## config.mk

```make
export PLATFORM = sky130hd
export DESIGN_NAME = idx_cfg_regfile
export DESIGN_NICKNAME = d
export VERILOG_FILES = /design/src/rtl/cfg_pkg.sv /design/src/rtl/cfg_ptr.sv /design/src/rtl/cfg_bank.sv /design/src/rtl/idx_cfg_regfile.sv
export SDC_FILE = /design/constraint.sdc
export NUM_CORES = 1
export LEC_CHECK = 0
export BUFFER_PORTS_ARGS = -buffer_cell sky130_fd_sc_hd__buf_2
export CAP_MARGIN = 10
export CORE_MARGIN = 4
export CORE_UTILIZATION = 52
export DETAILED_ROUTE_END_ITERATION = 10
export GPL_TIMING_DRIVEN = 0
export PLACE_DENSITY = 0.8
export SLEW_MARGIN = 20
export SYNTH_ARGS = -nofsm -noshare
export SYNTH_HDL_FRONTEND = slang
export SYNTH_SLANG_ARGS = --single-unit
```

## constraint.sdc

```tcl
create_clock -name clk -period 2.8 [get_ports clk]
set_input_delay 0.14 -clock clk [delete_from_list [all_inputs] [get_ports clk]]
set_output_delay 0.14 -clock clk [all_outputs]
set_load 0.005 [all_outputs]
```

## src/rtl/cfg_pkg.sv

```systemverilog
package cfg_pkg;
    localparam int DATA_W = 16;
    localparam int BYTE_W = 8;
    localparam int RA_W   = 10;
    localparam int NUM_CH = 2;
    localparam int IDX_W  = 3;

    // register index codes selected by pointer bits 2-0
    typedef enum logic [IDX_W-1:0] {
        IDX_CMD_BASE = 3'd0,
        IDX_GEN      = 3'd1,
        IDX_RA_LO    = 3'd2,
        IDX_RA_CTL   = 3'd3,
        IDX_CTL_BASE = 3'd4,
        IDX_TIM_DATA = 3'd5,
        IDX_TIM_CMD  = 3'd6,
        IDX_NONE     = 3'd7
    } cfg_idx_e;

    // general config bits that are stored but hidden on readback
    localparam logic [BYTE_W-1:0] GEN_HIDDEN = 8'h04;
    // pointer bits hidden on readback
    localparam logic [BYTE_W-1:0] PTR_HIDDEN = 8'h20;
    localparam logic [BYTE_W-1:0] PTR_RESET  = 8'h50;
    localparam logic [BYTE_W-1:0] GEN_RESET  = 8'h01;
endpackage

```

## src/rtl/cfg_ptr.sv

```systemverilog
module cfg_ptr
    import cfg_pkg::*;
(
    input  logic              clk,
    input  logic              rst_n,
    input  logic              ptr_wr,
    input  logic [BYTE_W-1:0] ptr_wdata,
    input  logic              access,
    output logic [BYTE_W-1:0] ptr_q,
    output logic              ptr_ch,
    output cfg_idx_e          ptr_idx
);
    logic [BYTE_W-1:0] ptr_next;

    // load wins over step; step only touches the index field
    always_comb begin
        ptr_next = ptr_q;
        if (ptr_wr) begin
            ptr_next = ptr_wdata;
        end else if (access && ptr_q[7]) begin
            ptr_next[IDX_W-1:0] = ptr_q[IDX_W-1:0] + 3'd1;
        end
    end

    always_ff @(posedge clk) begin
        if (!rst_n) ptr_q <= PTR_RESET;
        else        ptr_q <= ptr_next;
    end

    assign ptr_ch  = ptr_q[3];
    assign ptr_idx = cfg_idx_e'(ptr_q[IDX_W-1:0]);

    a_r3_index_steps: assert property (@(posedge clk) disable iff (!rst_n)
        (access && !ptr_wr && ptr_q[7]) |=>
            (ptr_q[IDX_W-1:0] == $past(ptr_q[IDX_W-1:0]) + 3'd1));
    a_r3_channel_kept: assert property (@(posedge clk) disable iff (!rst_n)
        (access && !ptr_wr) |=> (ptr_q[BYTE_W-1:IDX_W] == $past(ptr_q[BYTE_W-1:IDX_W])));
    a_r4_pointer_holds: assert property (@(posedge clk) disable iff (!rst_n)
        (!ptr_wr && !(access && ptr_q[7])) |=> $stable(ptr_q));
    a_r12_load_wins: assert property (@(posedge clk) disable iff (!rst_n)
        ptr_wr |=> (ptr_q == $past(ptr_wdata)));
endmodule

```

## src/rtl/cfg_bank.sv

```systemverilog
module cfg_bank
    import cfg_pkg::*;
#(
    parameter logic [DATA_W-1:0] RST_CMD = 16'h01F0,
    parameter logic [DATA_W-1:0] RST_CTL = 16'h03F6,
    parameter logic [BYTE_W-1:0] RST_TD  = 8'hF5,
    parameter logic [BYTE_W-1:0] RST_TC  = 8'hDE
) (
    input  logic              clk,
    input  logic              rst_n,
    input  logic              wr_en,
    input  cfg_idx_e          idx,
    input  logic [DATA_W-1:0] wdata,
    output logic [DATA_W-1:0] rdata,
    output logic [DATA_W-1:0] cmd_base,
    output logic [BYTE_W-1:0] gen_cfg,
    output logic [RA_W-1:0]   ra_count,
    output logic              ra_enable,
    output logic              ra_mode4,
    output logic              fifo_clear,
    output logic [DATA_W-1:0] ctl_base,
    output logic [BYTE_W-1:0] tim_data,
    output logic [BYTE_W-1:0] tim_cmd
);
    always_ff @(posedge clk) begin
        if (!rst_n) begin
            cmd_base   <= RST_CMD;
            gen_cfg    <= GEN_RESET;
            ra_count   <= '0;
            ra_enable  <= 1'b0;
            ra_mode4   <= 1'b0;
            fifo_clear <= 1'b0;
            ctl_base   <= RST_CTL;
            tim_data   <= RST_TD;
            tim_cmd    <= RST_TC;
        end else begin
            fifo_clear <= 1'b0;
            if (wr_en) begin
                unique case (idx)
                    IDX_CMD_BASE: cmd_base <= wdata;
                    IDX_GEN:      gen_cfg  <= wdata[BYTE_W-1:0];
                    IDX_RA_LO:    ra_count[BYTE_W-1:0] <= wdata[BYTE_W-1:0];
                    IDX_RA_CTL: begin
                        ra_count[RA_W-1:BYTE_W] <= wdata[RA_W-BYTE_W-1:0];
                        ra_enable  <= wdata[7];
                        ra_mode4   <= wdata[4];
                        fifo_clear <= wdata[6];
                    end
                    IDX_CTL_BASE: ctl_base <= wdata;
                    IDX_TIM_DATA: tim_data <= wdata[BYTE_W-1:0];
                    IDX_TIM_CMD:  tim_cmd  <= wdata[BYTE_W-1:0];
                    IDX_NONE: ;
                endcase
            end
        end
    end

    always_comb begin
        unique case (idx)
            IDX_CMD_BASE: rdata = cmd_base;
            IDX_GEN:      rdata = {8'h00, gen_cfg & ~GEN_HIDDEN};
            IDX_CTL_BASE: rdata = ctl_base;
            IDX_TIM_DATA: rdata = {8'h00, tim_data};
            IDX_TIM_CMD:  rdata = {8'h00, tim_cmd};
            IDX_RA_LO, IDX_RA_CTL, IDX_NONE: rdata = '0;
        endcase
    end

    a_r10_clear_has_cause: assert property (@(posedge clk) disable iff (!rst_n)
        fifo_clear |-> $past(wr_en && idx == IDX_RA_CTL && wdata[6]));
    a_r7_byte_high_zero: assert property (@(posedge clk) disable iff (!rst_n)
        (idx == IDX_GEN || idx == IDX_TIM_DATA || idx == IDX_TIM_CMD) |-> (rdata[15:8] == 8'h00));
endmodule

```

## src/rtl/idx_cfg_regfile.sv

```systemverilog
module idx_cfg_regfile
    import cfg_pkg::*;
#(
    parameter logic [15:0] PRI_CMD_BASE = 16'h01F0,
    parameter logic [15:0] SEC_CMD_BASE = 16'h0170,
    parameter logic [15:0] PRI_CTL_BASE = 16'h03F6,
    parameter logic [15:0] SEC_CTL_BASE = 16'h0376,
    parameter logic [7:0]  TIM_DATA_RST = 8'hF5,
    parameter logic [7:0]  TIM_CMD_RST  = 8'hDE
) (
    input  logic             clk,
    input  logic             rst_n,
    input  logic             ptr_wr,
    input  logic [7:0]       ptr_wdata,
    output logic [7:0]       ptr_rdata,
    input  logic             dat_wr,
    input  logic             dat_rd,
    input  logic [15:0]      dat_wdata,
    output logic [15:0]      dat_rdata,
    output logic             cfg_autoinc,
    output logic             cfg_posted_ws,
    output logic             cfg_burst_off,
    output logic             cfg_sel_medium,
    output logic [1:0][15:0] cmd_base,
    output logic [1:0][7:0]  gen_cfg,
    output logic [1:0][9:0]  ra_count,
    output logic [1:0]       ra_enable,
    output logic [1:0]       ra_mode4,
    output logic [1:0]       fifo_clear,
    output logic [1:0][15:0] ctl_base,
    output logic [1:0][7:0]  tim_data,
    output logic [1:0][7:0]  tim_cmd
);
    logic [BYTE_W-1:0]             ptr_q;
    logic                          ptr_ch;
    cfg_idx_e                      ptr_idx;
    logic [NUM_CH-1:0][DATA_W-1:0] bank_rdata;

    cfg_ptr u_ptr (
        .clk      (clk),
        .rst_n    (rst_n),
        .ptr_wr   (ptr_wr),
        .ptr_wdata(ptr_wdata),
        .access   (dat_wr | dat_rd),
        .ptr_q    (ptr_q),
        .ptr_ch   (ptr_ch),
        .ptr_idx  (ptr_idx)
    );

    for (genvar c = 0; c < NUM_CH; c++) begin : g_ch
        cfg_bank #(
            .RST_CMD(c == 0 ? PRI_CMD_BASE : SEC_CMD_BASE),
            .RST_CTL(c == 0 ? PRI_CTL_BASE : SEC_CTL_BASE),
            .RST_TD (TIM_DATA_RST),
            .RST_TC (TIM_CMD_RST)
        ) u_bank (
            .clk       (clk),
            .rst_n     (rst_n),
            .wr_en     (dat_wr && (ptr_ch == c[0])),
            .idx       (ptr_idx),
            .wdata     (dat_wdata),
            .rdata     (bank_rdata[c]),
            .cmd_base  (cmd_base[c]),
            .gen_cfg   (gen_cfg[c]),
            .ra_count  (ra_count[c]),
            .ra_enable (ra_enable[c]),
            .ra_mode4  (ra_mode4[c]),
            .fifo_clear(fifo_clear[c]),
            .ctl_base  (ctl_base[c]),
            .tim_data  (tim_data[c]),
            .tim_cmd   (tim_cmd[c])
        );
    end

    assign dat_rdata      = bank_rdata[ptr_ch];
    assign ptr_rdata      = ptr_q & ~PTR_HIDDEN;
    assign cfg_autoinc    = ptr_q[7];
    assign cfg_posted_ws  = ptr_q[6];
    assign cfg_burst_off  = ptr_q[5];
    assign cfg_sel_medium = ptr_q[4];

    a_r5_burst_bit_hidden: assert property (@(posedge clk) disable iff (!rst_n)
        ptr_wr |=> (ptr_rdata[5] == 1'b0 && cfg_burst_off == $past(ptr_wdata[5])));
    a_r9_wo_index_reads_zero: assert property (@(posedge clk) disable iff (!rst_n)
        (ptr_idx == IDX_RA_LO || ptr_idx == IDX_RA_CTL) |-> (dat_rdata == 16'h0000));
    a_r8_power_bit_hidden: assert property (@(posedge clk) disable iff (!rst_n)
        (ptr_idx == IDX_GEN) |-> (dat_rdata[2] == 1'b0));
    a_r11_idx7_reads_zero: assert property (@(posedge clk) disable iff (!rst_n)
        (ptr_idx == IDX_NONE) |-> (dat_rdata == 16'h0000));
    a_r11_idx7_write_dropped: assert property (@(posedge clk) disable iff (!rst_n)
        (dat_wr && ptr_idx == IDX_NONE) |=>
            ($stable(cmd_base) && $stable(gen_cfg) && $stable(ra_count) && $stable(ctl_base)
             && $stable(tim_data) && $stable(tim_cmd) && $stable(ra_enable) && $stable(ra_mode4)));
endmodule

```

==> flow_metrics.tcl <==
set metrics [dict create \
    overflow 0 \
    crit_chain "buf_8 > buf_8 > clkinv_4 > ha_4 > nor4_4 > and2_4 > buf_6 > a211oi_1 > o32ai_2 > buf_2" \
    finalHoldViolCount 0 \
    synth_largest_area_cell "dfxtp_1" \
    critPathBufInv 5 \
    final_area_um2 8630 \
    period_share 0.981 \
    synth_cell_types 36 \
    p_leak_nw 3.78 \
    met2WireLength_um 10900 \
    syn_nets 845 \
    synth_edf_count 0 \
    criticalPathCategory "register to output port" \
    num_vias 7116 \
    drc_errors 0 \
    cp_slowest_cell "dfxtp_4" \
    crit_fanout 9 \
    path_clk_slew_ns 0.06 \
    core-area_um2 12100 \
    antenna_found_initial 0 \
    initial_core_util 0.537 \
    max_stage_delay_ns 0.38 \
    syn_area_um2 6510 \
    finalMaxSlewViolations 0 \
    timing.critical_path.mode_cell "buf_8" \
    synthArstFlopShare 0 \
    num-fill-cells 985 \
    dp.cells 1169 \
    grt_use_total 0.331 \
    dp.final_hpwl_um 16700 \
    worstPathRequired_ns 2.66 \
    netlist.area_leader.share 0.449 \
    placed_area_um2 7670 \
    synth_area_leaders "dfxtp_1, nand2_1, a21boi_0" \
    tightest_slew_ns 0.820 \
    yosysSeqAreaShare 0.449 \
    drv_cap 0 \
    worstPathArrival_ns 2.61 \
    drive_above_1_share 0.284 \
    critPathLaunchType "register" \
    die_h_um 120 \
    end_kind "output port" \
    cts_sinks 146 \
    dieWidth_um 120 \
    cts_root_buffer "clkbuf_16" \
    setup_viol 0 \
    io_buffers 191 \
    grt_pass1_vias 6668 \
    ir_drop_uv 421 \
    m1WireLength_um 9310 \
    routedWlPerCell_um 19.7 \
    status "finished clean" \
    grt_pass1_wl_um 36800 \
    drt_pass1_iterations 6 \
    syn_inst 810 \
    clock_skew_ns 0.00751 \
    p_per_area_nw_per_um2 603 \
    numCtsBuffers 17 \
    cts_tree "yes" \
    crit_family "buffers and inverters" \
    met3WireLength_um 2650 \
    yosys-top-cells-count "nand2_1, dfxtp_1, a21boi_0, nand3_1, clkbuf_1" \
    drt_iter0_markers 1173 \
    topRoutingLayerUsed "met4" \
    hold_path_class "primary input to register" \
    slew_headroom 0.454 \
    grt_max_degree 17 \
    multi_input_area_um2 3290 \
    clk_latency_ns 0.43 \
    final.min_clock_period_ns 2.75 \
    yosys_warnings 0 \
    clk_path_buf_depth 2 \
    htreeDepth 4 \
    fmax_mhz 364 \
    drt-total-wl_um 24100 \
    die_area_um2 14400 \
    synthToLayoutAreaGrowth_pct 32.6 \
    ys_seq_elements 146 \
    instances_no_fill 1224 \
    ios 195 \
    synth_flop_cell "dfxtp_1" \
    synth.most_common_cell "nand2_1" \
    seq_area_um2 2930 \
    gp_congestion 0.953 \
    n_antenna_cell 0 \
    ant_nets 0 \
    via_per_inst 5.81 \
    nets 1078 \
    rows 40 \
    synth.avg_cell_area_um2 8.04 \
]
report_power, final:
| group | switching [mW] | internal [mW] | total, mW |
|---|---|---|---|
| Sequential | 0.0493 | 2.13 | 2.18 |
| Clock | 0.906 | 1.42 | 2.33 |
| Combinational | 0.409 | 0.292 | 0.700 |
layer usage:
| layer | vias to the layer above | GRT usage |
|---|---|---|
| met2 | 525 | 0.519 |
| met1 | 3267 | 0.427 |
| li1 | 3204 | - |
| met5 | - | 0 |
| met3 | 120 | 0.0712 |
| met4 | 0 | 0.174 |
tightest hold or removal path, delay by kind of cell:
family,cells,cell delay (ns)
buf+inv,1,0.14
simple gates,2,0.13
timing repair:
action	4_1_cts	5_1_grt
hold buffers	18	0
endpoints found under the hold margin	31	0
setup buffers	0	6
setup endpoints to repair	16	16
pin swaps	9	7
resized for setup	19	18
placed cells by master (no fill, tap or decap), drive strengths merged, types with 2 or more instances in the layout:
| cell | Yosys | layout |
|---|---|---|
| a32o | 2 | 2 |
| dlygate4sd3 | 0 | 18 |
| and2 | 18 | 18 |
| bufinv | 0 | 3 |
| a222oi | 14 | 14 |
| buf | 33 | 230 |
| clkinv | 1 | 5 |
| nor2b | 9 | 9 |
| nor2 | 25 | 25 |
| a21boi | 83 | 83 |
| a21oi | 8 | 8 |
| o21a | 2 | 2 |
| inv | 2 | 3 |
| o32ai | 8 | 8 |
| a211oi | 17 | 17 |
| mux2 | 15 | 15 |
| clkbuf | 41 | 59 |
| ha | 6 | 6 |
| nand3 | 58 | 58 |
| a221oi | 8 | 8 |
| dfxtp | 146 | 146 |
| nand2 | 287 | 287 |
| o21ai | 9 | 9 |
| clkinvlp | 0 | 5 |
| mux2i | 10 | 10 |
sequential cells by signal, indices dropped and copies added (netlist names):
signal and flops:
g_ch.u_bank.cmd_base 32, g_ch.u_bank.ctl_base 32, g_ch.u_bank.fifo_clear 2, g_ch.u_bank.gen_cfg 16, g_ch.u_bank.ra_count 20, g_ch.u_bank.ra_enable 2, g_ch.u_bank.ra_mode4 2, g_ch.u_bank.tim_cmd 16
g_ch.u_bank.tim_data 16, u_ptr.ptr_q 8
cells by family (layout without fill, tap and decap cells):
group | Yosys count | count (layout) | synth area share
other | 1 | 1 | 0.000576
AO/OA/AOI/OAI | 152 | 152 | 0.178
XOR/XNOR | 1 | 1 | 0.00135
adder cells (fa/ha/maj) | 6 | 6 | 0.0115
multiplexers | 25 | 25 | 0.0413
flip-flops | 146 | 146 | 0.449
AND/OR/NAND/NOR | 402 | 402 | 0.257
buffers and inverters | 77 | 323 | 0.0606
worst paths after layout:
| kind | endpoint | slack [ns] | cells past startpoint | startpoint |
|---|---|---|---|---|
| hold reg to reg | g_ch[0].u_bank.ra_count[4] | 0.46 | 2 | g_ch[0].u_bank.ra_count[4] |
| setup / recovery | dat_rdata[0] | 0.05 | 10 | u_ptr.ptr_q[2] |
| setup reg to reg | g_ch[1].u_bank.tim_data[3] | 0.56 | 7 | u_ptr.ptr_q[1] |
| hold / removal | g_ch[0].u_bank.ctl_base[9] | 0.01 | 3 | dat_wdata[9] |
per-stage QoR:
stage	utilization	hold WS, ns	TNS, ns	worst slack (ns)	total power, mW
after floorplan	-	0.264	0	0.478	2.56
after global placement	0.634	0.360	-4.26	-0.340	2.82
after detailed placement	0.634	0.360	-4.27	-0.319	2.83
after CTS	0.703	0.000444	0	0.00258	5.16
after global routing	0.713	0.0264	-0.00503	-0.00503	5.35
final	0.713	0.0122	0	0.0543	5.21
final cells by class:
class                   instances  area share
plain buffers                  73      0.0465
clock buffers                  19      0.0513
clock inverters                13      0.0186
inverters                       3     0.00188
multi-input cells             587       0.381
flip-flops and latches        146       0.339
well taps                     168      0.0243
repair buffers                215       0.137
No activity file was read; power rests on OpenSTA's default activity.
